[config.mk]
export PLATFORM = sky130hd
export DESIGN_NAME = scan_tap_ctrl
export DESIGN_NICKNAME = d
export VERILOG_FILES = /design/src/rtl/scan_tap_pkg.sv /design/src/rtl/scan_tap_fsm.sv /design/src/rtl/scan_tap_ir.sv /design/src/rtl/scan_tap_dr.sv /design/src/rtl/scan_tap_ctrl.sv
export SDC_FILE = /design/constraint.sdc
export NUM_CORES = 1
export LEC_CHECK = 0
export CAP_MARGIN = 0
export CORE_MARGIN = 8
export CORE_UTILIZATION = 45
export DETAILED_ROUTE_END_ITERATION = 6
export PLACE_DENSITY = 0.69
export REMOVE_ABC_BUFFERS = 1
export SYNTH_ARGS = -nofsm -noshare
export SYNTH_HDL_FRONTEND = slang
export SYNTH_SLANG_ARGS = --single-unit
[constraint.sdc]
create_clock -name tck -period 1.7 [get_ports tck]
set_clock_uncertainty 0.2 [all_clocks]
set_input_delay 0.34 -clock tck [delete_from_list [all_inputs] [get_ports tck]]
set_output_delay 0.34 -clock tck [all_outputs]
set_load 0.01 [all_outputs]
[src/rtl/scan_tap_pkg.sv]
`timescale 1ns/1ps
package scan_tap_pkg;

    localparam int IR_W = 3;
    localparam int ID_W = 32;
    localparam logic [IR_W-1:0] IR_CAPTURE = 3'b001;

    typedef enum logic [3:0] {
        ST_RESET    = 4'hF,
        ST_IDLE     = 4'hC,
        ST_SEL_DR   = 4'h7,
        ST_CAP_DR   = 4'h6,
        ST_SH_DR    = 4'h2,
        ST_EX1_DR   = 4'h1,
        ST_PAUSE_DR = 4'h3,
        ST_EX2_DR   = 4'h0,
        ST_UPD_DR   = 4'h5,
        ST_SEL_IR   = 4'h4,
        ST_CAP_IR   = 4'hE,
        ST_SH_IR    = 4'hA,
        ST_EX1_IR   = 4'h9,
        ST_PAUSE_IR = 4'hB,
        ST_EX2_IR   = 4'h8,
        ST_UPD_IR   = 4'hD
    } tap_state_t;

    typedef enum logic [IR_W-1:0] {
        OP_EXTEST      = 3'b000,
        OP_IDCODE      = 3'b001,
        OP_SAMPLE_HIZ  = 3'b010,
        OP_SPARE_A     = 3'b011,
        OP_SAMPLE      = 3'b100,
        OP_SPARE_B     = 3'b101,
        OP_SPARE_C     = 3'b110,
        OP_BYPASS      = 3'b111
    } tap_op_t;

    typedef struct packed {
        logic sel_bsr;
        logic sel_id;
        logic sel_byp;
        logic drive;
        logic hiz;
    } op_dec_t;

    function automatic tap_state_t tap_next(tap_state_t s, logic m);
        case (s)
            ST_RESET:    return m ? ST_RESET  : ST_IDLE;
            ST_IDLE:     return m ? ST_SEL_DR : ST_IDLE;
            ST_SEL_DR:   return m ? ST_SEL_IR : ST_CAP_DR;
            ST_CAP_DR:   return m ? ST_EX1_DR : ST_SH_DR;
            ST_SH_DR:    return m ? ST_EX1_DR : ST_SH_DR;
            ST_EX1_DR:   return m ? ST_UPD_DR : ST_PAUSE_DR;
            ST_PAUSE_DR: return m ? ST_EX2_DR : ST_PAUSE_DR;
            ST_EX2_DR:   return m ? ST_UPD_DR : ST_SH_DR;
            ST_UPD_DR:   return m ? ST_SEL_DR : ST_IDLE;
            ST_SEL_IR:   return m ? ST_RESET  : ST_CAP_IR;
            ST_CAP_IR:   return m ? ST_EX1_IR : ST_SH_IR;
            ST_SH_IR:    return m ? ST_EX1_IR : ST_SH_IR;
            ST_EX1_IR:   return m ? ST_UPD_IR : ST_PAUSE_IR;
            ST_PAUSE_IR: return m ? ST_EX2_IR : ST_PAUSE_IR;
            ST_EX2_IR:   return m ? ST_UPD_IR : ST_SH_IR;
            ST_UPD_IR:   return m ? ST_SEL_DR : ST_IDLE;
            default:     return ST_RESET;
        endcase
    endfunction

    function automatic op_dec_t op_decode(tap_op_t op);
        op_dec_t d;
        d = '0;
        case (op)
            OP_EXTEST:     begin d.sel_bsr = 1'b1; d.drive = 1'b1; end
            OP_SAMPLE_HIZ: begin d.sel_bsr = 1'b1; d.hiz = 1'b1; end
            OP_SAMPLE:     d.sel_bsr = 1'b1;
            OP_IDCODE:     d.sel_id = 1'b1;
            default:       d.sel_byp = 1'b1;
        endcase
        return d;
    endfunction

    function automatic logic [ID_W-1:0] make_id(logic [3:0] ver, logic [15:0] part,
                                                 logic [10:0] vend);
        return {ver, part, vend, 1'b1};
    endfunction

endpackage

[src/rtl/scan_tap_fsm.sv]
`timescale 1ns/1ps
module scan_tap_fsm
    import scan_tap_pkg::*;
(
    input  logic       tck,
    input  logic       rst,
    input  logic       tms,
    output tap_state_t state
);

    always_ff @(posedge tck) begin
        if (rst) state <= ST_RESET;
        else     state <= tap_next(state, tms);
    end

    // run of consecutive high TMS samples, saturating at five
    logic [2:0] ones_run;
    always_ff @(posedge tck) begin
        if (rst || !tms)      ones_run <= 3'd0;
        else if (ones_run != 3'd5) ones_run <= ones_run + 3'd1;
    end

    assert_five_ones_reset_R12: assert property (@(posedge tck) disable iff (rst)
        (ones_run == 3'd5) |-> (state == ST_RESET));

endmodule

[src/rtl/scan_tap_ir.sv]
`timescale 1ns/1ps
module scan_tap_ir
    import scan_tap_pkg::*;
(
    input  logic       tck,
    input  logic       rst,
    input  logic       tdi,
    input  tap_state_t state,
    output tap_op_t    op,
    output logic       ir_lsb
);

    logic [IR_W-1:0] ir_sh;

    always_ff @(posedge tck) begin
        if (rst) begin
            ir_sh <= IR_CAPTURE;
            op    <= OP_IDCODE;
        end else begin
            case (state)
                ST_CAP_IR: ir_sh <= IR_CAPTURE;
                ST_SH_IR:  ir_sh <= {tdi, ir_sh[IR_W-1:1]};
                default:   ir_sh <= ir_sh;
            endcase
            if (state == ST_RESET)       op <= OP_IDCODE;
            else if (state == ST_UPD_IR) op <= tap_op_t'(ir_sh);
        end
    end

    assign ir_lsb = ir_sh[0];

    assert_ir_capture_R3: assert property (@(posedge tck) disable iff (rst)
        (state == ST_CAP_IR) |=> (ir_sh[1:0] == 2'b01));

    assert_reset_idcode_R2: assert property (@(posedge tck) disable iff (rst)
        (state == ST_RESET) |=> (op == OP_IDCODE));

endmodule

[src/rtl/scan_tap_dr.sv]
`timescale 1ns/1ps
module scan_tap_dr
    import scan_tap_pkg::*;
#(
    parameter int              BSR_LEN  = 16,
    parameter logic [ID_W-1:0] ID_VALUE = 32'h0000_0001
) (
    input  logic               tck,
    input  logic               rst,
    input  logic               tdi,
    input  tap_state_t         state,
    input  tap_op_t            op,
    input  logic [BSR_LEN-1:0] pin_in,
    output logic               dr_lsb,
    output logic [BSR_LEN-1:0] bsr_out,
    output logic               bsr_drive,
    output logic               pins_hiz
);

    op_dec_t dec;
    assign dec = op_decode(op);

    logic               byp;
    logic [ID_W-1:0]    id_sh;
    logic [BSR_LEN-1:0] bsr_sh;

    always_ff @(posedge tck) begin
        if (rst) begin
            byp     <= 1'b0;
            id_sh   <= ID_VALUE;
            bsr_sh  <= '0;
            bsr_out <= '0;
        end else begin
            if (state == ST_CAP_DR) begin
                if (dec.sel_byp) byp    <= 1'b0;
                if (dec.sel_id)  id_sh  <= ID_VALUE;
                if (dec.sel_bsr) bsr_sh <= pin_in;
            end
            if (state == ST_SH_DR) begin
                if (dec.sel_byp) byp    <= tdi;
                if (dec.sel_id)  id_sh  <= {tdi, id_sh[ID_W-1:1]};
                if (dec.sel_bsr) bsr_sh <= {tdi, bsr_sh[BSR_LEN-1:1]};
            end
            // only external test lets shifted data reach the pins
            if (state == ST_UPD_DR && dec.drive) bsr_out <= bsr_sh;
        end
    end

    always_comb begin
        if (dec.sel_id)       dr_lsb = id_sh[0];
        else if (dec.sel_bsr) dr_lsb = bsr_sh[0];
        else                  dr_lsb = byp;
    end

    assign bsr_drive = dec.drive;
    assign pins_hiz  = dec.hiz;

    assert_bypass_zero_R5: assert property (@(posedge tck) disable iff (rst)
        (state == ST_CAP_DR && dec.sel_byp) |=> (byp == 1'b0));

    assert_id_marker_R4: assert property (@(posedge tck) disable iff (rst)
        (state == ST_CAP_DR && dec.sel_id) |=> id_sh[0]);

    assert_preload_inert_R8: assert property (@(posedge tck) disable iff (rst)
        (state == ST_UPD_DR && op != OP_EXTEST) |=> $stable(bsr_out));

endmodule

[src/rtl/scan_tap_ctrl.sv]
`timescale 1ns/1ps
module scan_tap_ctrl
    import scan_tap_pkg::*;
#(
    parameter int          BSR_LEN   = 16,
    parameter logic [3:0]  ID_VER    = 4'h1,
    parameter logic [15:0] ID_PART   = 16'h0100,
    parameter logic [10:0] ID_VENDOR = 11'h001
) (
    input  logic               tck,
    input  logic               rst,
    input  logic               tms,
    input  logic               tdi,
    input  logic [BSR_LEN-1:0] pin_in,
    output logic               tdo,
    output logic               tdo_en,
    output logic [BSR_LEN-1:0] bsr_out,
    output logic               bsr_drive,
    output logic               pins_hiz
);

    localparam logic [ID_W-1:0] ID_VALUE = make_id(ID_VER, ID_PART, ID_VENDOR);

    tap_state_t state;
    tap_op_t    op;
    logic       ir_lsb;
    logic       dr_lsb;
    logic       shifting;

    scan_tap_fsm u_fsm (
        .tck   (tck),
        .rst   (rst),
        .tms   (tms),
        .state (state)
    );

    scan_tap_ir u_ir (
        .tck    (tck),
        .rst    (rst),
        .tdi    (tdi),
        .state  (state),
        .op     (op),
        .ir_lsb (ir_lsb)
    );

    scan_tap_dr #(
        .BSR_LEN  (BSR_LEN),
        .ID_VALUE (ID_VALUE)
    ) u_dr (
        .tck       (tck),
        .rst       (rst),
        .tdi       (tdi),
        .state     (state),
        .op        (op),
        .pin_in    (pin_in),
        .dr_lsb    (dr_lsb),
        .bsr_out   (bsr_out),
        .bsr_drive (bsr_drive),
        .pins_hiz  (pins_hiz)
    );

    assign shifting = (state == ST_SH_DR) || (state == ST_SH_IR);

    // serial output launched half a cycle ahead of the capturing edge
    always_ff @(negedge tck) begin
        if (rst) begin
            tdo    <= 1'b0;
            tdo_en <= 1'b0;
        end else begin
            tdo_en <= shifting;
            tdo    <= (state == ST_SH_IR) ? ir_lsb : dr_lsb;
        end
    end

    assert_tdo_en_shift_R11: assert property (@(posedge tck) disable iff (rst)
        tdo_en == shifting);

    assert_hiz_no_drive_R10: assert property (@(posedge tck) disable iff (rst)
        pins_hiz |-> !bsr_drive);

endmodule

==> metrics.txt <==
unrepaired setup endpoints after global routing=true; CP Capture Type=output port; Mean Syn Cell Area=between 9 and 10 um2; leakage=1.91 nW; failing checks=negative setup slack; Comb power frac=between 10% and 20%; drc violations=0; GR Util met3=~7.1%; final net count=428; Final Core Density=68.6%; worst vdd ir=555 uV; Post-synth EDFFs=0; Die X=between 100 and 150 um; top_reg_cell synth=dfxtp_1; Startpoint Class=flop; dpl hpwl=roughly 4300 um; clock share of power=38.5%; Unique masters post-synth=36; Cell Area, Synth=3190 um2; drt pass-1 iters=4; #FFs+latches synth=a little under 80; # IOs=40; most crowded layer after global routing=met2; full die area=approximately 10000 um2; clk sink count=between 70 and 80; Pins Over Slew Limit=0; outcome=complete, but fails checks; CP cell instances=buf_2; Via density=around 5.3; routability cong.=0.793; largest net degree at the start of global routing=67; total wire length=8390 um; fillers=504; initial drt markers=between 70 and 80; global route overflow=0; routed vias=~2700; cts hold-fix bufs=0; critical path's slowest cell=dfxtp_1; Sequential Power Share=about 49%; worst min path class=input port to flop; most common cell after layout, fill and taps aside=dfxtp_1; CP max FO=1; TritonCTS buffer count=9; number of port buffers=39; slew margin rel.=a little over two fifths; Critical Path RT=approximately 1200 ps; sw power=around 0.00095 W; layout cells sized above 1=33.9%; Tightest Pin Transition=between 800 and 900 ps; Antenna Cells=0; deepest clock path buffer count=2; core box area=6830 um2; switching share of power=25.7%; met1 Usage GRT=18.8%; Starting Density=46.7%; Synth async-reset ratio=0%; Crit path max-delay family=flip-flops; sequential share of the synthesized area=about half; Chip Height=roughly 100 um; Sum Neg Setup Slack=-14630 ps; # rows=30; drt wl/cell=between 15 and 20 um; total power=around 0.0037 W; Setup WS post-layout=-555 ps; P&R area growth vs syn=46.9%; GR Util met2=27.0%; Cell Int Power=0.00274 W; Final setup viols=54; WP buf/inv=1; yosys warns=0; # Max-Cap Violations=0; CTS tree=done; initial antenna violation count=1; Fin. Hold Viols=0; crit path DAT=~1700 ps; # H-tree levels=3; Setup WS pre-CTS=-711 ps; first-pass GRT wire length=13100 um; Cells after Synth=between 300 and 400; most frequent cells in the layout=dfxtp_1 (72), nor2_1 (41), mux2i_1 (32); GR Util All Layers=about 16%; PwrDens=roughly 790 nW/um2; DRT antenna net count=0; Crit path largest cell delay=340 ps; Clock Latency Late Sink=350 ps; Root Buffer=clkbuf_8; Crit Path Category=flop to output port; Reg clk slew, reported paths=~70 ps; vias in the first global route=2637
[layer usage]
metal | vias to the layer above | share of wire, %
li1 | 1344 | -
met1 | 1301 | 43
met2 | 54 | 50
met3 | 10 | 5.8
met4 | 2 | 0.98
met5 | - | 0.14
[area by class of cell]
class / count / area [um2] / area share, %
clock buffers: 11 / 174 / 3.71
flip-flops and latches: 77 / 1550 / 33.1
repair buffers: 79 / 902 / 19.3
well taps: 96 / 120 / 2.56
multi-input cells: 238 / 1890 / 40.4
clock inverters: 7 / 41.3 / 0.881
inverters: 1 / 3.75 / 0.0801
[stage by stage]
stage,instances,hold WS (ps),instance area [um2]
after floorplan,317,209,3030
after global placement,477,239,3750
after detailed placement,477,245,3750
after CTS,509,164,4470
after global routing,509,200,4690
final,509,208,4690
[registers in the layout, summed over array words and instances (netlist names)]
name / flops
u_ir.op: 3
u_dr.bsr_sh: 16
tdo: 1
u_ir.ir_sh: 3
u_fsm.state: 4
tdo_en: 1
u_dr.bsr_out: 16
u_dr.byp: 1
u_dr.id_sh: 32
[timing repair]
| action | CTS | global route |
|---|---|---|
| setup endpoints to repair | 93 | 74 |
| gates cloned | 6 | 1 |
| setup buffers | 9 | 3 |
| resized for setup | 113 | 63 |
| pin swaps | 33 | 23 |
[cell families (layout without fill, tap and decap cells)]
| family | Yosys count | in the layout | share of synthesized area, % |
|---|---|---|---|
| AO/OA/AOI/OAI | 75 | 75 | 15.1 |
| buffers and inverters | 35 | 98 | 5.18 |
| flip-flops | 77 | 77 | 48.3 |
| multiplexers | 32 | 32 | 10.0 |
| AND/OR/NAND/NOR | 131 | 131 | 21.3 |
[power by group through the flow]
stage          Clock [W]  Sequential, W  Combinational (W)
2_1_floorplan  0.0000111        0.00192           0.000133
3_3_place_gp   0.0000111        0.00187           0.000342
3_5_place_dp   0.0000111        0.00187           0.000345
4_1_cts          0.00145        0.00182           0.000409
5_1_grt          0.00153        0.00183           0.000480
6_report         0.00142        0.00182           0.000447
[synthesized netlist by cell type, types with 2 or more instances]
master | count | area [um2]
nor2_1 | 42 | 158
nor3_1 | 7 | 35.0
mux2i_1 | 32 | 320
nor3b_1 | 4 | 30.0
a211oi_1 | 17 | 128
inv_1 | 2 | 7.51
o21ai_0 | 4 | 20.0
a21oi_1 | 36 | 180
dfxtp_1 | 77 | 1540
buf_2 | 15 | 75.1
o21bai_1 | 7 | 52.6
nand3_1 | 3 | 15.0
clkbuf_1 | 15 | 56.3
nand3b_1 | 27 | 203
a31oi_1 | 2 | 12.5
nand2_1 | 37 | 139
buf_6 | 2 | 22.5
nor3_2 | 3 | 30.0
[path summary, 6_finish.rpt]
| kind | end | start | slack (ps) | depth (start not counted) |
|---|---|---|---|---|
| worst max-delay path | tdo | tdo | -560 | 1 |
| worst min-delay path | u_dr.id_sh[30] | rst | 210 | 3 |
| worst max register to register | tdo | u_fsm.state[0] | -540 | 4 |
| worst min register to register | u_dr.id_sh[15] | u_dr.id_sh[15] | 280 | 2 |
No activity file was read; power rests on OpenSTA's default activity.
